## src/rtl/dir_pkg.sv

```systemverilog
package dir_pkg;
  typedef enum logic [1:0] {
    LS_I  = 2'd0,
    LS_S  = 2'd1,
    LS_M  = 2'd2,
    LS_SD = 2'd3
  } line_state_e;

  typedef enum logic [1:0] {
    RQ_READ  = 2'd0,
    RQ_WRITE = 2'd1,
    RQ_DROP  = 2'd2,
    RQ_EVICT = 2'd3
  } req_kind_e;

  typedef enum logic [2:0] {
    MK_DATA   = 3'd0,
    MK_FWD_RD = 3'd1,
    MK_FWD_WR = 3'd2,
    MK_INV    = 3'd3,
    MK_ACK    = 3'd4
  } msg_kind_e;
endpackage

```

## src/rtl/dir_low_pick.sv

```systemverilog
module dir_low_pick #(
  parameter int N = 4,
  localparam int IW = (N > 1) ? $clog2(N) : 1
) (
  input  logic [N-1:0]  vec,
  output logic [N-1:0]  hit,
  output logic [IW-1:0] idx
);
  logic [N:0] seen;

  assign seen[0] = 1'b0;

  genvar g;
  generate
    for (g = 0; g < N; g++) begin : g_chain
      assign hit[g]    = vec[g] & ~seen[g];
      assign seen[g+1] = seen[g] | vec[g];
    end
  endgenerate

  always_comb begin
    idx = '0;
    for (int i = 0; i < N; i++) begin
      if (hit[i]) idx = idx | IW'(i);
    end
  end
endmodule

```

## src/rtl/dir_popcount.sv

```systemverilog
module dir_popcount #(
  parameter int N  = 4,
  parameter int CW = 3
) (
  input  logic [N-1:0]  vec,
  output logic [CW-1:0] cnt
);
  always_comb begin
    cnt = '0;
    for (int i = 0; i < N; i++) begin
      cnt = cnt + CW'(vec[i]);
    end
  end
endmodule

```

## src/rtl/dir_store.sv

```systemverilog
module dir_store
  import dir_pkg::*;
#(
  parameter int N_CACHES = 4,
  parameter int N_LINES  = 8,
  parameter int DATA_W   = 32,
  localparam int ID_W    = $clog2(N_CACHES),
  localparam int LINE_W  = $clog2(N_LINES)
) (
  input  logic                clk,
  input  logic                rst_n,
  input  logic [LINE_W-1:0]   rd_line,
  output line_state_e         rd_state,
  output logic [ID_W-1:0]     rd_owner,
  output logic [N_CACHES-1:0] rd_sharers,
  output logic [DATA_W-1:0]   rd_data,
  input  logic [LINE_W-1:0]   rd2_line,
  output line_state_e         rd2_state,
  output logic [ID_W-1:0]     rd2_owner,
  input  logic                wa_en,
  input  logic [LINE_W-1:0]   wa_line,
  input  line_state_e         wa_state,
  input  logic [ID_W-1:0]     wa_owner,
  input  logic [N_CACHES-1:0] wa_sharers,
  input  logic                wa_data_en,
  input  logic [DATA_W-1:0]   wa_data,
  input  logic                wb_en,
  input  logic [LINE_W-1:0]   wb_line,
  input  logic [DATA_W-1:0]   wb_data
);
  line_state_e         st_q  [N_LINES];
  logic [ID_W-1:0]     own_q [N_LINES];
  logic [N_CACHES-1:0] shr_q [N_LINES];
  logic [DATA_W-1:0]   dat_q [N_LINES];

  genvar g;
  generate
    for (g = 0; g < N_LINES; g++) begin : g_line
      logic sel_a, sel_b, meta_en, dat_en;
      line_state_e         st_d;
      logic [ID_W-1:0]     own_d;
      logic [N_CACHES-1:0] shr_d;
      logic [DATA_W-1:0]   dat_d;

      assign sel_a   = wa_en && (wa_line == LINE_W'(g));
      assign sel_b   = wb_en && (wb_line == LINE_W'(g));
      assign meta_en = sel_a | sel_b;
      assign dat_en  = (sel_a & wa_data_en) | (sel_b & ~sel_a);

      always_comb begin
        st_d  = st_q[g];
        own_d = own_q[g];
        shr_d = shr_q[g];
        dat_d = dat_q[g];
        if (sel_a) begin
          st_d  = wa_state;
          own_d = wa_owner;
          shr_d = wa_sharers;
          dat_d = wa_data;
        end else if (sel_b) begin
          st_d  = LS_S;
          dat_d = wb_data;
        end
      end

      always_ff @(posedge clk or negedge rst_n) begin
        if (!rst_n) begin
          st_q[g]  <= LS_I;
          own_q[g] <= '0;
          shr_q[g] <= '0;
        end else if (meta_en) begin
          st_q[g]  <= st_d;
          own_q[g] <= own_d;
          shr_q[g] <= shr_d;
        end
      end

      always_ff @(posedge clk or negedge rst_n) begin
        if (!rst_n) begin
          dat_q[g] <= '0;
        end else if (dat_en) begin
          dat_q[g] <= dat_d;
        end
      end
    end
  endgenerate

  assign rd_state   = st_q[rd_line];
  assign rd_owner   = own_q[rd_line];
  assign rd_sharers = shr_q[rd_line];
  assign rd_data    = dat_q[rd_line];
  assign rd2_state  = st_q[rd2_line];
  assign rd2_owner  = own_q[rd2_line];
endmodule

```

## src/rtl/dir_ctrl.sv

```systemverilog
module dir_ctrl
  import dir_pkg::*;
#(
  parameter int N_CACHES = 4,
  parameter int N_LINES  = 8,
  parameter int DATA_W   = 32,
  localparam int ID_W    = $clog2(N_CACHES),
  localparam int LINE_W  = $clog2(N_LINES),
  localparam int CNT_W   = $clog2(N_CACHES + 1)
) (
  input  logic              clk,
  input  logic              rst_n,
  input  logic              req_valid,
  output logic              req_ready,
  input  logic [1:0]        req_type,
  input  logic [ID_W-1:0]   req_src,
  input  logic [LINE_W-1:0] req_line,
  input  logic [DATA_W-1:0] req_data,
  input  logic              wb_valid,
  input  logic [ID_W-1:0]   wb_src,
  input  logic [LINE_W-1:0] wb_line,
  input  logic [DATA_W-1:0] wb_data,
  output logic              msg_valid,
  output logic [2:0]        msg_type,
  output logic [ID_W-1:0]   msg_dest,
  output logic [ID_W-1:0]   msg_req,
  output logic [LINE_W-1:0] msg_line,
  output logic [DATA_W-1:0] msg_data,
  output logic [CNT_W-1:0]  msg_ackcnt
);
  localparam logic [N_CACHES-1:0] ONE_HOT0 = N_CACHES'(1);

  // directory read/write
  line_state_e         rd_state, rd2_state, wa_state;
  logic [ID_W-1:0]     rd_owner, rd2_owner, wa_owner;
  logic [N_CACHES-1:0] rd_sharers, wa_sharers;
  logic [DATA_W-1:0]   rd_data;
  logic                wa_en, wa_data_en, wb_take;

  // invalidation burst state
  logic [N_CACHES-1:0] inv_pend_q, inv_pend_d;
  logic [ID_W-1:0]     inv_req_q;
  logic [LINE_W-1:0]   inv_line_q;
  logic                inv_load;
  logic [N_CACHES-1:0] pick_hit;
  logic [ID_W-1:0]     pick_idx;

  // message registers
  logic              mv_q, mv_d;
  msg_kind_e         mt_q, mt_d;
  logic [ID_W-1:0]   md_q, md_d, mr_q, mr_d;
  logic [LINE_W-1:0] ml_q, ml_d;
  logic [DATA_W-1:0] mdat_q, mdat_d;
  logic [CNT_W-1:0]  mc_q, mc_d;
  logic              msg_load;

  logic [N_CACHES-1:0] req_bit, owner_bit, others, left;
  logic [CNT_W-1:0]    other_cnt;
  logic                busy, accept;
  req_kind_e           kind;

  dir_store #(
    .N_CACHES(N_CACHES), .N_LINES(N_LINES), .DATA_W(DATA_W)
  ) u_store (
    .clk(clk), .rst_n(rst_n),
    .rd_line(req_line), .rd_state(rd_state), .rd_owner(rd_owner),
    .rd_sharers(rd_sharers), .rd_data(rd_data),
    .rd2_line(wb_line), .rd2_state(rd2_state), .rd2_owner(rd2_owner),
    .wa_en(wa_en), .wa_line(req_line), .wa_state(wa_state),
    .wa_owner(wa_owner), .wa_sharers(wa_sharers),
    .wa_data_en(wa_data_en), .wa_data(req_data),
    .wb_en(wb_take), .wb_line(wb_line), .wb_data(wb_data)
  );

  dir_low_pick #(.N(N_CACHES)) u_pick (
    .vec(inv_pend_q), .hit(pick_hit), .idx(pick_idx)
  );

  dir_popcount #(.N(N_CACHES), .CW(CNT_W)) u_cnt (
    .vec(others), .cnt(other_cnt)
  );

  assign kind      = req_kind_e'(req_type);
  assign req_bit   = ONE_HOT0 << req_src;
  assign owner_bit = ONE_HOT0 << rd_owner;
  assign others    = rd_sharers & ~req_bit;
  assign left      = rd_sharers & ~req_bit;
  assign busy      = |inv_pend_q;
  assign req_ready = ~busy & (rd_state != LS_SD);
  assign accept    = req_valid & req_ready;
  assign wb_take   = wb_valid & (rd2_state == LS_SD) & (wb_src == rd2_owner);
  assign inv_load  = accept;
  assign msg_load  = mv_d | mv_q;

  // next-state logic
  always_comb begin
    wa_en      = 1'b0;
    wa_data_en = 1'b0;
    wa_state   = rd_state;
    wa_owner   = rd_owner;
    wa_sharers = rd_sharers;
    inv_pend_d = inv_pend_q;
    mv_d       = 1'b0;
    mt_d       = MK_DATA;
    md_d       = '0;
    mr_d       = '0;
    ml_d       = '0;
    mdat_d     = '0;
    mc_d       = '0;

    if (busy) begin
      mv_d       = 1'b1;
      mt_d       = MK_INV;
      md_d       = pick_idx;
      mr_d       = inv_req_q;
      ml_d       = inv_line_q;
      inv_pend_d = inv_pend_q & ~pick_hit;
    end else if (accept) begin
      mv_d  = 1'b1;
      md_d  = req_src;
      mr_d  = req_src;
      ml_d  = req_line;
      wa_en = 1'b1;
      unique case (kind)
        RQ_READ: begin
          if (rd_state == LS_M) begin
            mt_d       = MK_FWD_RD;
            md_d       = rd_owner;
            wa_state   = LS_SD;
            wa_sharers = req_bit | owner_bit;
          end else begin
            mt_d       = MK_DATA;
            mdat_d     = rd_data;
            wa_state   = LS_S;
            wa_sharers = rd_sharers | req_bit;
          end
        end
        RQ_WRITE: begin
          if (rd_state == LS_M) begin
            mt_d     = MK_FWD_WR;
            md_d     = rd_owner;
            wa_owner = req_src;
          end else begin
            mt_d       = MK_DATA;
            mdat_d     = rd_data;
            wa_state   = LS_M;
            wa_owner   = req_src;
            wa_sharers = '0;
            if (rd_state == LS_S) begin
              mc_d       = other_cnt;
              inv_pend_d = others;
            end
          end
        end
        RQ_DROP: begin
          mt_d = MK_ACK;
          if (rd_state == LS_S) begin
            wa_sharers = left;
            if (left == '0) wa_state = LS_I;
          end
        end
        RQ_EVICT: begin
          mt_d = MK_ACK;
          if ((rd_state == LS_M) && (rd_owner == req_src)) begin
            wa_data_en = 1'b1;
            wa_state   = LS_I;
            wa_owner   = '0;
            wa_sharers = '0;
          end
        end
        default: mt_d = MK_ACK;
      endcase
    end
  end

  // registers
  always_ff @(posedge clk or negedge rst_n) begin
    if (!rst_n) begin
      inv_pend_q <= '0;
    end else begin
      inv_pend_q <= inv_pend_d;
    end
  end

  always_ff @(posedge clk or negedge rst_n) begin
    if (!rst_n) begin
      inv_req_q  <= '0;
      inv_line_q <= '0;
    end else if (inv_load) begin
      inv_req_q  <= req_src;
      inv_line_q <= req_line;
    end
  end

  always_ff @(posedge clk or negedge rst_n) begin
    if (!rst_n) begin
      mv_q   <= 1'b0;
      mt_q   <= MK_DATA;
      md_q   <= '0;
      mr_q   <= '0;
      ml_q   <= '0;
      mdat_q <= '0;
      mc_q   <= '0;
    end else if (msg_load) begin
      mv_q   <= mv_d;
      mt_q   <= mt_d;
      md_q   <= md_d;
      mr_q   <= mr_d;
      ml_q   <= ml_d;
      mdat_q <= mdat_d;
      mc_q   <= mc_d;
    end
  end

  assign msg_valid  = mv_q;
  assign msg_type   = mt_q;
  assign msg_dest   = md_q;
  assign msg_req    = mr_q;
  assign msg_line   = ml_q;
  assign msg_data   = mdat_q;
  assign msg_ackcnt = mc_q;
endmodule

```

## config.mk

```make
export PLATFORM = sky130hd
export DESIGN_NAME = dir_ctrl
export DESIGN_NICKNAME = d
export VERILOG_FILES = /design/src/rtl/dir_pkg.sv /design/src/rtl/dir_low_pick.sv /design/src/rtl/dir_popcount.sv /design/src/rtl/dir_store.sv /design/src/rtl/dir_ctrl.sv
export SDC_FILE = /design/constraint.sdc
export NUM_CORES = 1
export LEC_CHECK = 0
export BUFFER_PORTS_ARGS = -buffer_cell sky130_fd_sc_hd__buf_2
export CORE_MARGIN = 2
export CORE_UTILIZATION = 30
export DETAILED_ROUTE_END_ITERATION = 8
export GPL_TIMING_DRIVEN = 0
export PLACE_DENSITY_LB_ADDON = 0.08
export SYNTH_ARGS = -nofsm -noshare
export SYNTH_HDL_FRONTEND = slang
export SYNTH_SLANG_ARGS = --single-unit
```

## constraint.sdc

```tcl
create_clock -name clk -period 6.3 [get_ports clk]
set_clock_uncertainty 0.1 [all_clocks]
set_input_delay 0.315 -clock clk [delete_from_list [all_inputs] [get_ports clk]]
set_output_delay 0.315 -clock clk [all_outputs]
set_load 0.01 [all_outputs]
```

==> results of run 1 <==
-- path summary, 6_finish.rpt --
kind	startpoint	to	cells past startpoint
setup / recovery	inv_pend_q[0]	u_store.dat_q[217]	8
hold / removal	wb_data[10]	u_store.dat_q[202]	3
setup reg to reg	inv_pend_q[0]	u_store.dat_q[217]	8
hold reg to reg	msg_data[10]	msg_data[10]	2
max in group asynchronous	rst_n	u_store.dat_q[17]	4
min in group asynchronous	rst_n	u_store.shr_q[14]	2
-- synth_stat cells, drive strengths merged, types with 4 or more instances --
cell,number
nand2,126
o22a,128
mux2i,44
buf,124
mux4,81
mux2,4
nand4,10
nor3,10
nor2,87
nand3,22
o211ai,5
a222oi,4
o21ai,106
and2,5
a21oi,110
clkbuf,85
o32ai,33
inv,109
dfrtp,375
o22ai,97
o21a,129
-- state kept, by name, summed over array words and instances (netlist names) --
register / count
inv_line_q: 3
u_store.shr_q: 32
msg_ackcnt: 3
msg_line: 3
u_store.own_q: 16
msg_req: 2
inv_pend_q: 4
msg_valid: 1
msg_data: 32
inv_req_q: 2
msg_dest: 2
u_store.dat_q: 256
msg_type: 3
u_store.st_q: 16
-- area by class of cell --
class,instances,area (um^2),share of cell area
clock inverter,5,75.1,0.00343
antenna,1,2.50,0.000114
tap,846,1060,0.0483
inverter,109,409,0.0187
timing repair buffer,63,404,0.0184
multi-input combinational,1066,8220,0.375
sequential,375,9380,0.428
buffer,209,927,0.0423
clock buffer,77,1430,0.0653
-- metrics by stage --
| stage | setup slack, ps | hold slack [ps] | TNS [ps] |
|---|---|---|---|
| after global routing | 1860 | 44.2 | 0 |
| after global placement | -3410 | 356 | -1250610 |
| after CTS | 2210 | 16.1 | 0 |
| after detailed placement | 1880 | 261 | 0 |
| after floorplan | 3200 | -80.6 | 0 |
| final | 2100 | 50.3 | 0 |
-- routing by layer --
layer | part of all wire | global-route usage | up-vias
met2 | 0.45 | 0.338 | 458
met3 | 0.057 | 0.0430 | 128
li1 | - | - | 6677
met1 | 0.46 | 0.305 | 7809
met4 | 0.033 | 0.0732 | 4
met5 | 0.00038 | 0 | -
-- worst register-to-register path, stage by stage, from the launching register on --
cell      delay (ps)
dfrtp_1          430
nor4_1           740
and2_1           220
buf_2            210
o211ai_1         470
o31ai_1         1000
clkbuf_1         700
nor2_1           110
nor2_1           140
-- cells by family (layout without fill, tap and decap cells) --
| group | Yosys count | count (layout) | share of synthesized area |
|---|---|---|---|
| mux | 129 | 129 | 0.122 |
| xor+xnor | 4 | 4 | 0.00264 |
| fa+ha+maj | 4 | 4 | 0.00304 |
| flops | 375 | 375 | 0.496 |
| simple gates | 287 | 287 | 0.0665 |
| compound gates | 642 | 642 | 0.239 |
| other cells | 0 | 1 | 0 |
| buf+inv | 318 | 463 | 0.0706 |
-- timing repair --
| action | in CTS | in global routing |
|---|---|---|
| setup endpoints to repair | 0 | 0 |
| hold buffers | 1 | 0 |
| hold endpoints to repair | 75 | 0 |
-- power groups by stage --
stage	registers (mW)	clock network [mW]	logic, mW
finish	3.03	2.69	1.14
global route	3.07	2.85	1.26
CTS	3.02	2.77	1.15
detailed placement	3.06	0	1.15
global placement	3.06	0	1.12
floorplan	3.00	0	0.775
==> impl_results.md, run 1 <==
- Crit Path Max Fanout: 10
- Routability Congestion: 0.844
- Share of layout cells above drive strength 1: 0.161
- Number of global-route vias before repair: between 15,000 and 20,000
- Register bit total from synthesis: between 300 and 400
- Clock power share: 0.393
- Fill cells: around 6,400
- Post-synth EDFFs: 0
- Top FF cell, synth: dfrtp_1
- Vias per inst: about 5.5
- Area leader, netlist: dfrtp_1
- Clock sinks: 375
- Via count: roughly 15,000
- RSZ-0062 raised after global routing: no
- Register area share after synthesis: 0.496
- Routed WL: approximately 70,000 um
- Power after layout: between 6 and 7 mW
- Maxcap violations: 0
- Peak Freq: approximately 240 MHz
- Mapped Nets: 1,843
- Final Hold Vio Count: 0
- Worst endpoint required time: 6710 ps
- Flop pwr share: 0.441
- Synth cell types: between 60 and 70
- CTS tree: built
- Iter 0 DRT Violations: 1,120
- Hpwl dp: around 46,000 um
- Core Box Area: 62,700 um^2
- Kind of start point of the critical path: flip-flop
- Final Max Slew Viols: 0
- Row cnt: a little over 90
- Global Route Usage Sum: 0.218
- Root buffer cell: clkbuf_16
- Non-Filler Instances: 2,751
- Finished Core Util: 0.349
- Average size of a mapped cell: between 10 and 15 um^2
- CTS Buffer Depth: 3
- R2r setup slk: around 2100 ps
- CTS HTree Levels: 2
- Power per cell area: 313 nW/um^2
- Worst-Skew Late Latency: ~590 ps
- PostCTS Resize Cnt: 0
- Synthesis-to-finish area growth: 15.7%
- Comb pwr share: 0.166
- Cells along the critical path: nor4_1 > and2_1 > buf_2 > o211ai_1 > o31ai_1 > clkbuf_1 > nor2_1 > nor2_1
- Async SR Flop Fraction: 1.00
- Worst hold path class: in2reg
- Critical Path Most Common Cell: nor2_1
- CP top delay family: compound AO/OA/AOI/OAI gates
- CP Class: reg2reg
- # nets final: between 1,500 and 2,000
- Total CTS buffers: between 40 and 50
- Crit path buf inv count: 2
- Critical Path Sink Type: flip-flop
- Final period util: 0.667
- Final setup vio count: 0
- Final ANT Viol Nets: 0
- Wire length per cell: 25.6 um
- Status: completed
- Placed cells: 2,667
- Worst-Margin Slew: between 1000 and 1500 ps
- Largest stage delay, worst path: 1000 ps
- Antenna violations before repair: 4
- Yosys warns: 0
- Die W: around 260 um
- Internal power: 4.93 mW
- Synthesized area: 18,900 um^2
- Die height: between 200 and 300 um
- Number of I/O port buffers: 58
- Commonest non-fill, non-tap cell in the layout: dfrtp_1
- Slowest CP cell: o31ai_1
- Peak VDD IR: about 0.17 mV
- Die area: approximately 65,000 um^2
- Post-Place Cell Area: slightly above 20,000 um^2
- Most frequent cells in the layout: 375 x dfrtp_1, 129 x o21a_1, 128 x o22a_1, 124 x nand2_1, 109 x inv_1
- P_leak: around 9.5 nW
- Starting Density: 0.302
- Switching share of power: 0.281
- Synth Instances: about 1,800
- Arrival @ worst endpoint: 4610 ps
- Max_slew headroom: 0.255
- CTS clk-pin slew, worst paths: about 60 ps
- Post-CTS setup buffers: 0
- IO Pins: between 100 and 150
- GRT overflow: 0
- First-pass GRT wire length: between 100,000 and 150,000 um
- Final min period: approximately 4200 ps
- Fin area: between 20,000 and 25,000 um^2
- Drt drc: 0
- Largest net degree at the start of global routing: approximately 110
- Sw power: slightly below 2 mW
- Top cells by area, synth: dfrtp_1 50%, mux4_2 9.6%, o22a_1 5.9%
- DR pass1 iterations: 7
- Post-synth top area share: 0.496
No activity file was read; power rests on OpenSTA's default activity.
==> inputs of run 2 (changes only) <==
--- a/config.mk
+++ b/config.mk
@@ -5,6 +5,7 @@
 export SDC_FILE = /design/constraint.sdc
 export NUM_CORES = 1
 export LEC_CHECK = 0
+export ABC_AREA = 1
 export BUFFER_PORTS_ARGS = -buffer_cell sky130_fd_sc_hd__buf_2
 export CORE_MARGIN = 2
 export CORE_UTILIZATION = 30
==> constraint.sdc (replaced) <==
create_clock -name clk -period 3.72 [get_ports clk]
set_clock_uncertainty 0.1 [all_clocks]
set_input_delay 0.186 -clock clk [delete_from_list [all_inputs] [get_ports clk]]
set_output_delay 0.186 -clock clk [all_outputs]
set_load 0.01 [all_outputs]
==> run 2 against run 1 <==
  * Critical path depth increased by 11
  * Flip-flop and latch count unchanged
  * Critical path type is now in2reg
  * Sequential share of layout area down 3.7 points
  * Register-to-register slack worse by 1900 ps
  * Power increased by 100%
  * Area after synthesis up 7.3%
  * Via count is 39% higher
  * Clock power up 74%
==> impl_results.md, run 2 <==
- Vias per inst: 5.31
- Clock sinks: 375
- IO Pins: approximately 130
- Mapped Nets: 2,913
- Final setup vio count: 0
- Iter 0 DRT Violations: ~2,000
- Drt drc: 0
- Peak Freq: 286 MHz
- Critical Path Most Common Cell: nand2_1
- Placed cells: 3,797
- Status: completed
- # nets final: between 3,000 and 4,000
- Final min period: between 3000 and 4000 ps
- First-pass GRT wire length: about 130,000 um
- Post-synth EDFFs: 0
- Die area: 69,800 um^2
- Flip-flop count of the largest register after layout: ~260
- GRT overflow: 0
- Crit path buf inv count: 5
- Worst endpoint required time: between 4000 and 5000 ps
- Register area share after synthesis: 0.462
- CTS clk-pin slew, worst paths: ~60 ps
- Slowest CP cell: dlygate4sd3_1
- Arrival @ worst endpoint: 3910 ps
- Number of global-route vias before repair: slightly above 20,000
- Via count: 20,900
- Root buffer cell: clkbuf_16
- Number of I/O port buffers: 92
- DP Worst Slack: 67.3 ps
- Crit Path Max Fanout: 10
- CP Class: in2reg
- Worst-Skew Late Latency: between 500 and 600 ps
- CTS HTree Levels: 2
- Worst-Margin Slew: around 1100 ps
- Synth cell types: 39
- Fill cells: roughly 7,000
- Area leader, netlist: dfrtp_1
- Critical Path Sink Type: flip-flop
- Maxcap violations: 0
- Peak VDD IR: around 0.32 mV
- Power after layout: 13.7 mW
- Yosys warns: 0
- Average size of a mapped cell: slightly above 7 um^2
- Final Max Slew Viols: 0
- Synth Instances: 2,829
- Top FF cell, synth: dfrtp_1
- Max_slew headroom: 0.298
- CTS Buffer Depth: 3
- Final period util: 0.939
- Routability Congestion: about 0.88
- DR pass1 iterations: 5
- Register bit total from synthesis: between 300 and 400
- Top cells by area, synth: dfrtp_1 46%, nand2_1 22%, o21ai_0 9.1%
- Synthesis-to-finish area growth: 18.1%
- Largest stage delay, worst path: ~530 ps
- CTS tree: built
- Non-Filler Instances: approximately 3,900
- Starting Density: 0.303
- Largest net degree at the start of global routing: between 100 and 150
- Worst hold path class: in2async
- Die height: 264 um
- Antenna violations before repair: 2
- Kind of start point of the critical path: primary input
- Power per cell area: 572 nW/um^2
- Core Box Area: about 67,000 um^2
- Routed WL: around 87,000 um
- Post-synth top area share: 0.462
- Most frequent cells in the layout: 1,185 x nand2_1, 375 x dfrtp_1, 371 x o21ai_0, 283 x nand3_1, 184 x buf_2
- Setup ws final: 228 ps
- Finished Core Util: 0.357
- Total CTS buffers: between 40 and 50
- Die W: about 260 um
- Synthesized area: 20,300 um^2
- Share of layout cells above drive strength 1: 0.106
- RSZ-0062 raised after global routing: yes
- Hpwl dp: between 60,000 and 70,000 um
- Final ANT Viol Nets: 0
- Row cnt: 95
- Commonest non-fill, non-tap cell in the layout: nand2_1
- Wire length per cell: 22.2 um
- Global Route Usage Sum: 0.247
- CP top delay family: simple AND/OR/NAND/NOR gates
- Async SR Flop Fraction: 1.00
- Most frequent cell after synthesis: nand2_1
- Top reg by flops: u_store.dat_q
- P_leak: around 13 nW
- Cells along the critical path: dlygate4sd3_1 > buf_4 > nand2_1 > nor2_1 > nor2_1 > nand2_1 > nand2_1 > nand2_1 > nand2_1 > nand3_2 > buf_6 > nor2_8 > nand2_2 > inv_2 > nand2_1 > nand2_2 > buf_4 > nand2_1 > nand2_1
- Most common library cells after synthesis: 1,187 x nand2_1, 375 x dfrtp_1, 371 x o21ai_0
- Final Hold Vio Count: 0
-- run 2: cell types whose count changed after synthesis, sizes merged, moves of 81 or more --
cell   delta
a21oi    -92
mux4     -81
nand2  +1072
nand3   +264
o21a    -127
o21ai   +277
o22a    -128
-- run 2: what timing repair did --
item	in CTS	in global routing
buffers inserted	0	2
resized for setup	0	5
hold buffers	45	0
endpoints found under the hold margin	374	0
endpoints found under the setup margin	0	64
-- run 2: layout make-up --
cell class	count	area (um^2)	share of cell area
clock buffer	77	1470	0.0613
inverter	111	419	0.0175
sequential	375	9380	0.391
clock inverter	12	95.1	0.00396
antenna	1	2.50	0.000104
timing repair buffer	142	1020	0.0424
tap	873	1090	0.0455
buffer	215	992	0.0413
multi-input combinational	2128	9530	0.397
-- run 2: per-layer routing --
layer / GRT usage / part of all wire / up-vias
li1: - / - / 9708
met1: 0.337 / 0.44 / 10200
met4: 0.104 / 0.041 / 2
met3: 0.0332 / 0.066 / 166
met2: 0.394 / 0.46 / 830
met5: 0 / 0.000080 / -
-- run 2: report_power, final --
part | internal [mW] | total, mW | switching [mW]
Combinational | 1.07 | 3.08 | 2.01
Clock | 2.77 | 4.69 | 1.92
Sequential | 5.27 | 5.97 | 0.699
Total | 9.11 | 13.7 | 4.63
-- run 2: kinds of logic after synthesis --
kind of cell             after synthesis  synth area share
AND/OR/NAND/NOR                     1572             0.319
AO/OA/AOI/OAI                        552             0.147
flip-flops                           375             0.462
buffers and inverters                326            0.0694
adder cells (fa/ha/maj)                4           0.00283
-- run 2: final timing paths --
kind                                    start                  to  slack, ps  depth (start not counted)
min in group clk                  req_data[9]  u_store.dat_q[201]         30                          5
hold / removal                          rst_n         msg_dest[0]         10                          2
max in group asynchronous               rst_n        msg_data[15]       1960                          4
setup reg to reg                inv_pend_q[0]  u_store.dat_q[153]        240                         13
hold reg to reg            u_store.dat_q[238]  u_store.dat_q[238]        370                          2
setup / recovery                  req_line[1]  u_store.dat_q[153]        230                         19
-- run 2: worst register-to-register path: stages, from the launching register on --
cell and delay [ps]:
dfrtp_1 400, nor2_1 230, nand3_1 330, inv_2 280
nand3_2 140, buf_6 180, nor2_8 150, nand2_2 80
inv_2 240, nand2_1 460, nand2_2 430, buf_4 260
nand2_1 80, nand2_1 60
-- run 2: through the flow --
stage          instance area, um^2   TNS, ps  hold slack (ps)
3_3_place_gp                 21900  -2121670              353
4_1_cts                      24000         0             4.99
2_1_floorplan                20300         0             -210
3_5_place_dp                 22000         0             60.2
5_1_grt                      24000     -4.98             40.1
6_report                     24000         0             13.0
